`src/rtl/rxq_pkg.sv`:
```
package rxq_pkg;
  typedef logic [2:0] rx_err_t;
  localparam int ERR_PAR = 0;
  localparam int ERR_FRM = 1;
  localparam int ERR_BRK = 2;
endpackage

```
`src/rtl/rxq_store.sv`:
```
module rxq_store
  import rxq_pkg::*;
#(
  parameter int DW    = 8,
  parameter int DEPTH = 3,
  localparam int PW   = (DEPTH > 1) ? $clog2(DEPTH) : 1,
  localparam int CW   = $clog2(DEPTH + 1)
) (
  input  logic          clk,
  input  logic          rst_n,
  input  logic          clr,
  input  logic          push,
  input  logic [DW-1:0] push_data,
  input  rx_err_t       push_flags,
  input  logic          pop,
  output logic [CW-1:0] count,
  output logic          full,
  output logic [DW-1:0] head_data,
  output rx_err_t       head_flags,
  output rx_err_t       next_flags
);
  logic [PW-1:0] wr_ptr, rd_ptr;
  logic [DW-1:0] slot_d [DEPTH];
  rx_err_t       slot_f [DEPTH];

  function automatic logic [PW-1:0] adv(input logic [PW-1:0] p);
    return (p == PW'(DEPTH - 1)) ? '0 : p + 1'b1;
  endfunction

  always_ff @(posedge clk or negedge rst_n) begin
    if (!rst_n) begin
      for (int i = 0; i < DEPTH; i++) begin
        slot_d[i] <= '0;
        slot_f[i] <= '0;
      end
    end else if (push && !clr) begin
      slot_d[wr_ptr] <= push_data;
      slot_f[wr_ptr] <= push_flags;
    end
  end

  always_ff @(posedge clk or negedge rst_n) begin
    if (!rst_n) begin
      wr_ptr <= '0;
      rd_ptr <= '0;
      count  <= '0;
    end else if (clr) begin
      wr_ptr <= '0;
      rd_ptr <= '0;
      count  <= '0;
    end else begin
      if (push) wr_ptr <= adv(wr_ptr);
      if (pop)  rd_ptr <= adv(rd_ptr);
      count <= count + CW'(push) - CW'(pop);
    end
  end

  assign full       = (count == CW'(DEPTH));
  assign head_data  = slot_d[rd_ptr];
  assign head_flags = slot_f[rd_ptr];
  assign next_flags = slot_f[adv(rd_ptr)];

  // the shift stage never pushes into a full queue unless a slot frees
  p_no_overflow_r4: assert property (@(posedge clk) disable iff (!rst_n)
    (full && !pop && !clr) |-> !push);
  // a pop never reaches an empty queue
  p_no_underflow_r12: assert property (@(posedge clk) disable iff (!rst_n)
    pop |-> (count != '0));
endmodule

```
`src/rtl/rxq_hold.sv`:
```
module rxq_hold
  import rxq_pkg::*;
#(
  parameter int DW = 8
) (
  input  logic          clk,
  input  logic          rst_n,
  input  logic          clr,
  input  logic          accept,
  input  logic [DW-1:0] in_data,
  input  rx_err_t       in_flags,
  input  logic          start_det,
  input  logic          fifo_full,
  input  logic          pop,
  output logic          push,
  output logic [DW-1:0] push_data,
  output rx_err_t       push_flags,
  output logic          hold_valid,
  output logic          ovr_set
);
  logic [DW-1:0] h_d;
  rx_err_t       h_f;
  logic          space;

  assign space   = !fifo_full || pop;
  assign ovr_set = start_det && hold_valid && !space;

  always_comb begin
    if (hold_valid) begin
      push       = space;
      push_data  = h_d;
      push_flags = h_f;
    end else begin
      push       = accept && space;
      push_data  = in_data;
      push_flags = in_flags;
    end
  end

  always_ff @(posedge clk or negedge rst_n) begin
    if (!rst_n) begin
      hold_valid <= 1'b0;
      h_d        <= '0;
      h_f        <= '0;
    end else if (clr) begin
      hold_valid <= 1'b0;
    end else if (accept && (hold_valid || !space)) begin
      hold_valid <= 1'b1;
      h_d        <= in_data;
      h_f        <= in_flags;
    end else if (hold_valid && space) begin
      hold_valid <= 1'b0;
    end
  end

  // a character only waits in the shift stage while the queue is full
  p_hold_when_full_r4: assert property (@(posedge clk) disable iff (!rst_n)
    hold_valid |-> fifo_full);
endmodule

```
`src/rtl/rxq_status.sv`:
```
module rxq_status
  import rxq_pkg::*;
#(
  parameter int DEPTH = 3,
  localparam int CW   = $clog2(DEPTH + 1)
) (
  input  logic          clk,
  input  logic          rst_n,
  input  logic          clr,
  input  logic          err_clr,
  input  logic          block_mode,
  input  logic          irq_on_full,
  input  logic          auto_rts,
  input  logic          start_det,
  input  logic [CW-1:0] count,
  input  logic          full,
  input  logic          push,
  input  logic          pop,
  input  rx_err_t       head_flags,
  input  rx_err_t       next_flags,
  input  rx_err_t       push_flags,
  input  logic          ovr_set,
  output rx_err_t       stat_err,
  output logic          stat_ovr,
  output logic          ready,
  output logic          irq,
  output logic          rts
);
  logic [CW-1:0] count_next;
  logic          arrive;
  rx_err_t       arrive_flags, acc, char_flags;

  assign count_next   = count + CW'(push) - CW'(pop);
  assign arrive       = ((count == '0) || pop) && (count_next != '0);
  assign arrive_flags = (pop && count >= CW'(2)) ? next_flags : push_flags;

  always_ff @(posedge clk or negedge rst_n) begin
    if (!rst_n) begin
      acc      <= '0;
      stat_ovr <= 1'b0;
      rts      <= 1'b1;
    end else if (clr) begin
      acc      <= '0;
      stat_ovr <= 1'b0;
      rts      <= 1'b1;
    end else begin
      acc      <= (err_clr ? rx_err_t'(0) : acc) | (arrive ? arrive_flags : rx_err_t'(0));
      stat_ovr <= ovr_set | (stat_ovr & !err_clr);
      if (!auto_rts)                       rts <= 1'b1;
      else if (start_det && full && !pop)  rts <= 1'b0;
      else if (count_next < CW'(DEPTH))    rts <= 1'b1;
    end
  end

  assign char_flags = (count != '0) ? head_flags : '0;
  assign stat_err   = block_mode ? acc : char_flags;
  assign ready      = (count != '0);
  assign irq        = irq_on_full ? full : ready;

  // a start bit seen on a full, unread queue drops rts
  p_rts_drop_r9: assert property (@(posedge clk) disable iff (!rst_n)
    (auto_rts && start_det && full && !pop && !clr) |=> !rts);
  // accumulated tags never lose a bit without a clear command
  p_block_sticky_r8: assert property (@(posedge clk) disable iff (!rst_n)
    (!err_clr && !clr) |=> ((acc & $past(acc)) == $past(acc)));
endmodule

```
`src/rtl/rx_char_fifo.sv`:
```
module rx_char_fifo
  import rxq_pkg::*;
#(
  parameter int DW    = 8,
  parameter int DEPTH = 3
) (
  input  logic          clk,
  input  logic          rst_n,
  input  logic          rx_en_cmd,
  input  logic          rx_dis_cmd,
  input  logic          rx_reset,
  input  logic          err_reset,
  input  logic          block_mode,
  input  logic          irq_on_full,
  input  logic          auto_rts,
  input  logic          start_det,
  input  logic          char_valid,
  input  logic [DW-1:0] char_data,
  input  logic [2:0]    char_err,
  input  logic          rd_strobe,
  output logic [DW-1:0] rd_data,
  output logic          stat_ready,
  output logic          stat_full,
  output logic [2:0]    stat_err,
  output logic          stat_ovr,
  output logic          irq,
  output logic          rts
);
  localparam int CW = $clog2(DEPTH + 1);

  logic          rx_on, accept, pop, push, hold_valid, ovr_set, full;
  logic [CW-1:0] count;
  logic [DW-1:0] head_data, push_data;
  rx_err_t       head_flags, next_flags, push_flags;

  assign pop    = rd_strobe && (count != '0) && !rx_reset;
  assign accept = char_valid && rx_on && !rx_reset;

  always_ff @(posedge clk or negedge rst_n) begin
    if (!rst_n)          rx_on <= 1'b0;
    else if (rx_reset)   rx_on <= 1'b0;
    else if (rx_en_cmd)  rx_on <= 1'b1;
    else if (rx_dis_cmd) rx_on <= 1'b0;
  end

  always_ff @(posedge clk or negedge rst_n) begin
    if (!rst_n)   rd_data <= '0;
    else if (pop) rd_data <= head_data;
  end

  rxq_hold #(.DW(DW)) u_hold (
    .clk(clk), .rst_n(rst_n), .clr(rx_reset), .accept(accept),
    .in_data(char_data), .in_flags(char_err), .start_det(start_det),
    .fifo_full(full), .pop(pop), .push(push), .push_data(push_data),
    .push_flags(push_flags), .hold_valid(hold_valid), .ovr_set(ovr_set)
  );

  rxq_store #(.DW(DW), .DEPTH(DEPTH)) u_store (
    .clk(clk), .rst_n(rst_n), .clr(rx_reset), .push(push),
    .push_data(push_data), .push_flags(push_flags), .pop(pop),
    .count(count), .full(full), .head_data(head_data),
    .head_flags(head_flags), .next_flags(next_flags)
  );

  rxq_status #(.DEPTH(DEPTH)) u_status (
    .clk(clk), .rst_n(rst_n), .clr(rx_reset), .err_clr(err_reset),
    .block_mode(block_mode), .irq_on_full(irq_on_full), .auto_rts(auto_rts),
    .start_det(start_det), .count(count), .full(full), .push(push),
    .pop(pop), .head_flags(head_flags), .next_flags(next_flags),
    .push_flags(push_flags), .ovr_set(ovr_set), .stat_err(stat_err),
    .stat_ovr(stat_ovr), .ready(stat_ready), .irq(irq), .rts(rts)
  );

  assign stat_full = full;

  // a receiver reset leaves everything idle on the next cycle
  p_rx_reset_r11: assert property (@(posedge clk) disable iff (!rst_n)
    rx_reset |=> (!stat_ready && !stat_ovr && rts && !irq));
  // reading an empty queue keeps the last value
  p_empty_read_r12: assert property (@(posedge clk) disable iff (!rst_n)
    (rd_strobe && !stat_ready) |=> $stable(rd_data));
  // with the receiver off and nothing waiting, an arrival cannot fill an empty queue
  p_off_ignores_r10: assert property (@(posedge clk) disable iff (!rst_n)
    (!rx_on && !hold_valid && !stat_ready) |=> !stat_ready);
endmodule

```
`config.mk`:
```
export PLATFORM = sky130hd
export DESIGN_NAME = rx_char_fifo
export DESIGN_NICKNAME = d
export VERILOG_FILES = /design/src/rtl/rxq_pkg.sv /design/src/rtl/rxq_store.sv /design/src/rtl/rxq_hold.sv /design/src/rtl/rxq_status.sv /design/src/rtl/rx_char_fifo.sv
export SDC_FILE = /design/constraint.sdc
export NUM_CORES = 1
export LEC_CHECK = 0
export BUFFER_PORTS_ARGS = -buffer_cell sky130_fd_sc_hd__buf_2
export CAP_MARGIN = 20
export CORE_UTILIZATION = 52
export DETAILED_ROUTE_END_ITERATION = 8
export GPL_ROUTABILITY_DRIVEN = 0
export PLACE_DENSITY = 0.75
export SKIP_LAST_GASP = 1
export SYNTH_ARGS = -nofsm -noshare
export SYNTH_HDL_FRONTEND = slang
export SYNTH_HIERARCHICAL = 1
export SYNTH_SLANG_ARGS = --single-unit
```
`constraint.sdc`:
```
create_clock -name clk -period 2.5 [get_ports clk]
set_clock_uncertainty 0.1 [all_clocks]
set_input_delay 0.5 -clock clk [delete_from_list [all_inputs] [get_ports clk]]
set_output_delay 0.5 -clock clk [all_outputs]
set_load 0.02 [all_outputs]
```
Yosys cells after proc, flatten, opt, wreduce, memory -nomap -nowiden
Index checks and enable logic that the tools add are counted.
{"block": "word_totals", "input_bits": 23, "mem_count": 0, "mem_bits_rw": 0, "latchBits": 0, "register_bits": 65, "romBits": 0, "output_inout_bits": 16}
{"block": "op_classes", "bitwise_logic": 7, "div": 0, "mux": 43, "shift": 0, "n_mul": 0, "eq_ne": 4, "reduce_logical": 31, "n_lt_le_gt_ge": 6, "add_sub_neg": 4}
{"op": "$mux 3", "count": 12}
{"op": "$mux 8", "count": 4}
{"op": "$bwmux 24", "count": 1}
{"op": "$bmux 8 s2", "count": 1}
{"op": "$demux 8 s2", "count": 1}
{"op": "$logic_and 1x1->1", "count": 15}
{"op": "$mux 2", "count": 7}
{"op": "$mux 1", "count": 13}
{"op": "$bmux 3 s2", "count": 2}
{"op": "$bwmux 9", "count": 1}
{"op": "$ge 3x3->1 const B", "count": 3}
{"op": "$not 2->3", "count": 3}
{"op": "$reduce_bool 2->1", "count": 4}
{"op": "$demux 3 s2", "count": 1}
{"op": "$eq 2x2->1 const B", "count": 3}
{"op": "$reduce_bool 3->1", "count": 2}
{"op": "$logic_not 1->1", "count": 5}
{"op": "$add 2x1->2 const B", "count": 2}
{"op": "$ne 4x2->1 const B", "count": 1}
{"op": "$logic_or 1x1->1", "count": 3}
{"op": "$lt 3x1->1 const B", "count": 1}
{"op": "$or 3x3->3", "count": 1}
{"op": "$add 2x1->2", "count": 1}
{"op": "$ge 2x2->1 const B", "count": 1}
{"op": "other kinds (7)", "count": 7}

Logic depth before layout (Yosys ltp)
{"block": "logic_depth", "word_depth": 13, "depth_mapped": 9, "ltp_nobuf": 9}

Hierarchy
The synthesis kept the hierarchy.
{"module": "rxq_store", "instances": 1, "cells_each": 136, "area_each_um2": 1888.1}
{"module": "rxq_hold", "instances": 1, "cells_each": 46, "area_each_um2": 670.6}
{"module": "rxq_status", "instances": 1, "cells_each": 45, "area_each_um2": 401.6}
{"module": "rx_char_fifo", "instances": 1, "cells_each": 24, "area_each_um2": 362.8}

Worst setup path after synthesis
OpenSTA, ideal clock, no wires.
{"block": "synth_timing", "path_kind": "input-to-reg", "startpoint": "in rx_reset", "endpoint": "reg u_status.acc[0]", "setup_ns": 0.110, "path_stages": 9, "required_time_ns": 2.290, "setup_slack_ns": -0.023, "arrival_time_ns": 2.313, "path_cell_list": "inv_1 > o211ai_4 > inv_1 > nor2b_4 > nor2_1 > ha_1 > xnor2_1 > mux2_4 > o41ai_1"}
{"block": "synth_via", "elab_chain_cells": 12, "elab_cells_between_ends": 16, "classes_between": "add/sub: 2; mux: 4; bitwise: 1; reduce/logical: 9"}
{"item": "start: declaration", "line": "rx_char_fifo.sv:11", "rtl": "input logic rx_reset,"}
{"item": "$logic_not 1->1 (*)", "line": "rx_char_fifo.sv:36", "rtl": "assign pop = rd_strobe && (count != '0) && !rx_reset;"}
{"item": "$logic_and 1x1->1 (*)", "line": "rx_char_fifo.sv:36"}
{"item": "via pop", "line": "rx_char_fifo.sv:31", "rtl": "logic rx_on, accept, pop, push, hold_valid, ovr_set, full;"}
{"item": "$logic_or 1x1->1 (*)", "line": "rxq_hold.sv:25", "rtl": "assign space = !fifo_full || pop;"}
{"item": "$logic_and 1x1->1", "line": "rxq_hold.sv:34", "rtl": "push = accept && space;"}
{"item": "$mux 1 (*)", "line": "rxq_hold.sv:29", "rtl": "if (hold_valid) begin"}
{"item": "via push", "line": "rx_char_fifo.sv:31"}
{"item": "$add 2x1->2 (*)", "line": "rxq_status.sv:33", "rtl": "assign count_next = count + CW'(push) - CW'(pop);"}
{"item": "$sub 2x1->2 (*)", "line": "rxq_status.sv:33"}
{"item": "$reduce_bool 2->1 (*)", "line": "rxq_status.sv:34", "rtl": "assign arrive = ((count == '0) || pop) && (count_next != '0);"}
{"item": "$logic_and 1x1->1 (*)", "line": "rxq_status.sv:34"}
{"item": "$mux 3 (*)", "line": "rxq_status.sv:47", "rtl": "acc <= (err_clr ? rx_err_t'(0) : acc) | (arrive ? arrive_flags : rx_err_t'(0));"}
{"item": "$or 3x3->3 (*)", "line": "rxq_status.sv:47"}
{"item": "$mux 3 (*)", "line": "rxq_status.sv:42", "rtl": "end else if (clr) begin"}
{"item": "end signal: assignment", "line": "rxq_status.sv:47"}
{"item": "end: declaration", "line": "rxq_status.sv:31", "rtl": "rx_err_t arrive_flags, acc, char_flags;"}
The timed path passes the listed nets; every way through them passes the cells marked *.
A chain may end at the register's enable or synchronous reset.

Worst setup path in the final report
{"block": "layout_timing", "startpoint": "reg u_store.count[1]", "endpoint": "reg u_status.acc[1]"}
{"block": "layout_via", "elab_chain_cells": 13, "elab_cells_between_ends": 20, "classes_between": "add/sub: 2; order compare: 1; eq/ne: 1; mux: 4; bitwise: 1; reduce/logical: 11"}
{"item": "start: declaration", "line": "rxq_store.sv:16", "rtl": "output logic [CW-1:0] count,"}
{"item": "start signal: assignment", "line": "rxq_store.sv:54", "rtl": "count <= count + CW'(push) - CW'(pop);"}
{"item": "$reduce_bool 2->1 (*)", "line": "rx_char_fifo.sv:36"}
{"item": "$logic_and 1x1->1 (*) (2 in a row)", "line": "rx_char_fifo.sv:36"}
{"item": "via pop", "line": "rx_char_fifo.sv:31"}
{"item": "$logic_or 1x1->1", "line": "rxq_hold.sv:25"}
{"item": "$logic_and 1x1->1", "line": "rxq_hold.sv:34"}
{"item": "$mux 1", "line": "rxq_hold.sv:29"}
{"item": "$add 2x1->2", "line": "rxq_status.sv:33"}
{"item": "$sub 2x1->2", "line": "rxq_status.sv:33"}
{"item": "$reduce_bool 2->1", "line": "rxq_status.sv:34"}
{"item": "$logic_and 1x1->1", "line": "rxq_status.sv:34"}
{"item": "$mux 3 (*)", "line": "rxq_status.sv:47"}
{"item": "$or 3x3->3 (*)", "line": "rxq_status.sv:47"}
{"item": "$mux 3 (*)", "line": "rxq_status.sv:42"}
Marks and branches as above.

==> metrics.cfg <==
[sta]
rsz0062_at_grt=no
fmax_ghz=0.422
hold_viol_final=0
min_period_ns=2.37
drv_slew=0
finalSetupViolations=0
tns_ns=0
finalHoldWorstSlack_ns=0.0282
fin_crit_sh_pct=94.9
timing.max_slew.rel_slack_pct=65.6
worst_pin_slew_ns=0.516

[logic_synthesis]
synth_ff_type=dfrtp_1
ys_warn_count=6
synthArstFlopShare_pct=100
syn_inst=251
synth_edf_count=0
syn_area_mm2=0.00332
ys_ff_latch=65
synth_area_per_cell_um2=13.2
ys_seq_area_share_pct=49.0
synth_nets=278
synth_cell_types=34

[global_route]
grt_pass1_wl_mm=10.6
grt_max_degree=46
grt_pass1_vias=2137
track_usage_pct=22.3
antenna_found_initial=0
overflow=0

[finish]
area_growth_pct=16.2
layout_common_cells=dfrtp_1 (64), mux2_2 (53), buf_2 (38)
stdcell_count=383
layout.nets=330
n_antenna_cell=0
drive_gt1_share_pct=46.8
final_common_cell=dfrtp_1
postLayoutCellArea_mm2=0.00386

[cts]
cts_root_buffer=clkbuf_8
clock_latency_ns=0.34
cts_buffer_depth=2
cts-hold-fix-buffers=0
ctsHtreeMaxLevel=3
cts_setup_buffers=0
tritoncts=built
cts.clk_slew.worst_paths_ns=0.07
cts_sinks=65
cts_buffers=9
post_cts_resized=0

[critical_path]
cp_max_fo=5
crit_arrival_ns=2.50
crit_path_start_kind=flop
worstPathRequired_ns=2.63
crit_type=reg -> reg
r2r-start=u_store/count[1]$_DFF_PN0_
cp_cell_sequence=o211ai_4 > inv_1 > ha_1 > inv_1 > ha_1 > xnor2_1 > mux2_4 > o41ai_1
reg2regPathDepth=8
crit_path_end_kind=flop
r2r_end=u_status/acc[1]$_DFF_PN0_
reg2reg_slack_ns=0.13
critPathMaxStageDelay_ns=0.45
crit_slowest_cell=dfrtp_1

[drt]
dr.pass1.iters=4
drt-initial-drc-count=106
drt-total-wl_mm=6.48
avgViaCountPerCell=5.50
antenna_left=0
wire_per_inst_um=16.9
drc=0
vias=2105

[power_and_ir_drop]
clock_power_share_pct=34.6
seqPwrFrac_pct=47.2
power.density_mw_per_mm2=680
ir_drop_mv=0.495
p_sw_share_pct=27.0
intPower_w=0.00192
p_sw_w=0.000710
p_comb_share_pct=18.2
leakage_nw=1.87

[die]
initial_core_util_pct=55.1
core_area_mm2=0.00603
boundaryPins=39
dieArea_mm2=0.00671
fp.dieH_um=81.9
die_w_um=81.9
fp-row-count=28

[placed_design]
io_buffers=38
dp_cells=367
postPlaceCellArea_mm2=0.00366
place_hpwl_mm=4.36

[status]
status=complete, no violations

[job]
cap_violations=0

[min_path]
hold_path.class=in -> async

kinds of logic (layout without fill, tap and decap cells):
kind of cell / Yosys count / count (layout) / share of synthesized area (%)
fa+ha+maj: 4 / 4 / 1.51
simple gates: 42 / 42 / 8.17
compound gates: 32 / 32 / 7.12
mux: 82 / 82 / 28.5
buf+inv: 23 / 80 / 4.10
xor+xnor: 3 / 3 / 1.62
flops: 65 / 65 / 49.0
worst max path at each step:
stage	depth (start not counted)	end	slack [ns]	from
after floorplan	8	u_status/acc[0]$_DFF_PN0_	0.02	u_store/count[1]$_DFF_PN0_
after global routing	8	u_status/acc[1]$_DFF_PN0_	0.007	u_store/count[1]$_DFF_PN0_
after detailed placement	10	u_status/acc[1]$_DFF_PN0_	0.05	rx_reset
after CTS	8	u_status/acc[1]$_DFF_PN0_	0.12	u_store/count[1]$_DFF_PN0_
final	8	u_status/acc[1]$_DFF_PN0_	0.13	u_store/count[1]$_DFF_PN0_
after global placement	10	u_status/acc[1]$_DFF_PN0_	0.10	rx_reset
registers in the layout, indices dropped and copies added, names as in the netlist, 2 cells and up:
| name | cells |
|---|---|
| u_store/slot_d | 24 |
| u_store/slot_f | 9 |
| rd_data | 8 |
| u_hold/h_d | 8 |
| u_hold/h_f | 3 |
| u_status/acc | 3 |
| u_store/count | 2 |
| u_store/rd_ptr | 2 |
| u_store/wr_ptr | 2 |
cells in the mapped netlist (3+ instances only):
| cell | instances | share of area (%) |
|---|---|---|
| dfrtp_1 | 64 | 48 |
| mux2_2 | 53 | 18 |
| mux2i_1 | 17 | 5.1 |
| mux2_4 | 12 | 5.4 |
| nand2_1 | 12 | 1.4 |
| o2bb2ai_1 | 11 | 2.9 |
| inv_1 | 10 | 1.1 |
| a21oi_1 | 8 | 1.2 |
| o21ai_0 | 7 | 1.1 |
| buf_6 | 6 | 2.0 |
| nand3b_1 | 6 | 1.4 |
| nor2_1 | 6 | 0.68 |
| buf_2 | 4 | 0.60 |
| ha_1 | 4 | 1.5 |
| clkbuf_1 | 3 | 0.34 |
| nor2b_1 | 3 | 0.56 |
| o41ai_1 | 3 | 0.79 |
power by group through the flow:
stage                     clock (W)  combinational, W  sequential (W)
after floorplan                   0          0.000254         0.00131
after global routing       0.000977          0.000524         0.00126
after CTS                  0.000935          0.000484         0.00124
after detailed placement          0          0.000481         0.00126
after global placement            0          0.000470         0.00125
final                      0.000909          0.000478         0.00124
final cells by class:
| class | instances | area (um^2) |
|---|---|---|
| Multi-Input combinational cell | 163 | 1560 |
| Clock inverter | 4 | 51.3 |
| Timing Repair Buffer | 54 | 335 |
| Fill cell | 465 | 2160 |
| Sequential cell | 65 | 1630 |
| Clock buffer | 12 | 155 |
| Inverter | 10 | 37.5 |
| Tap cell | 75 | 93.8 |
routing by layer:
metal | vias to the layer above | global-route usage (%) | share of wire [%]
li1 | 1001 | - | -
met1 | 1046 | 28.4 | 46
met2 | 51 | 35.0 | 47
met3 | 7 | 7.89 | 5.4
met4 | 0 | 8.25 | 1.4
met5 | - | 0 | 0
critical path, delay by kind of cell, from the launching register on:
kind | cells | cell delay, ns
AOI/OAI and AO/OA | 2 | 0.52
DFF | 1 | 0.45
buffers and inverters | 2 | 0.17
muxes | 1 | 0.33
adders and majority gates | 2 | 0.50
xor gates and xnor gates | 1 | 0.19
metrics by stage:
| step | power [W] | util (%) | worst slack [ns] |
|---|---|---|---|
| final | 0.00263 | 64.1 | 0.129 |
| after global routing | 0.00276 | 64.1 | 0.00685 |
| after CTS | 0.00266 | 64.1 | 0.123 |
| after detailed placement | 0.00174 | 60.7 | 0.0511 |
| after global placement | 0.00172 | 60.7 | 0.104 |
| after floorplan | 0.00157 | - | 0.0157 |
No activity file was read; power rests on OpenSTA's default activity.
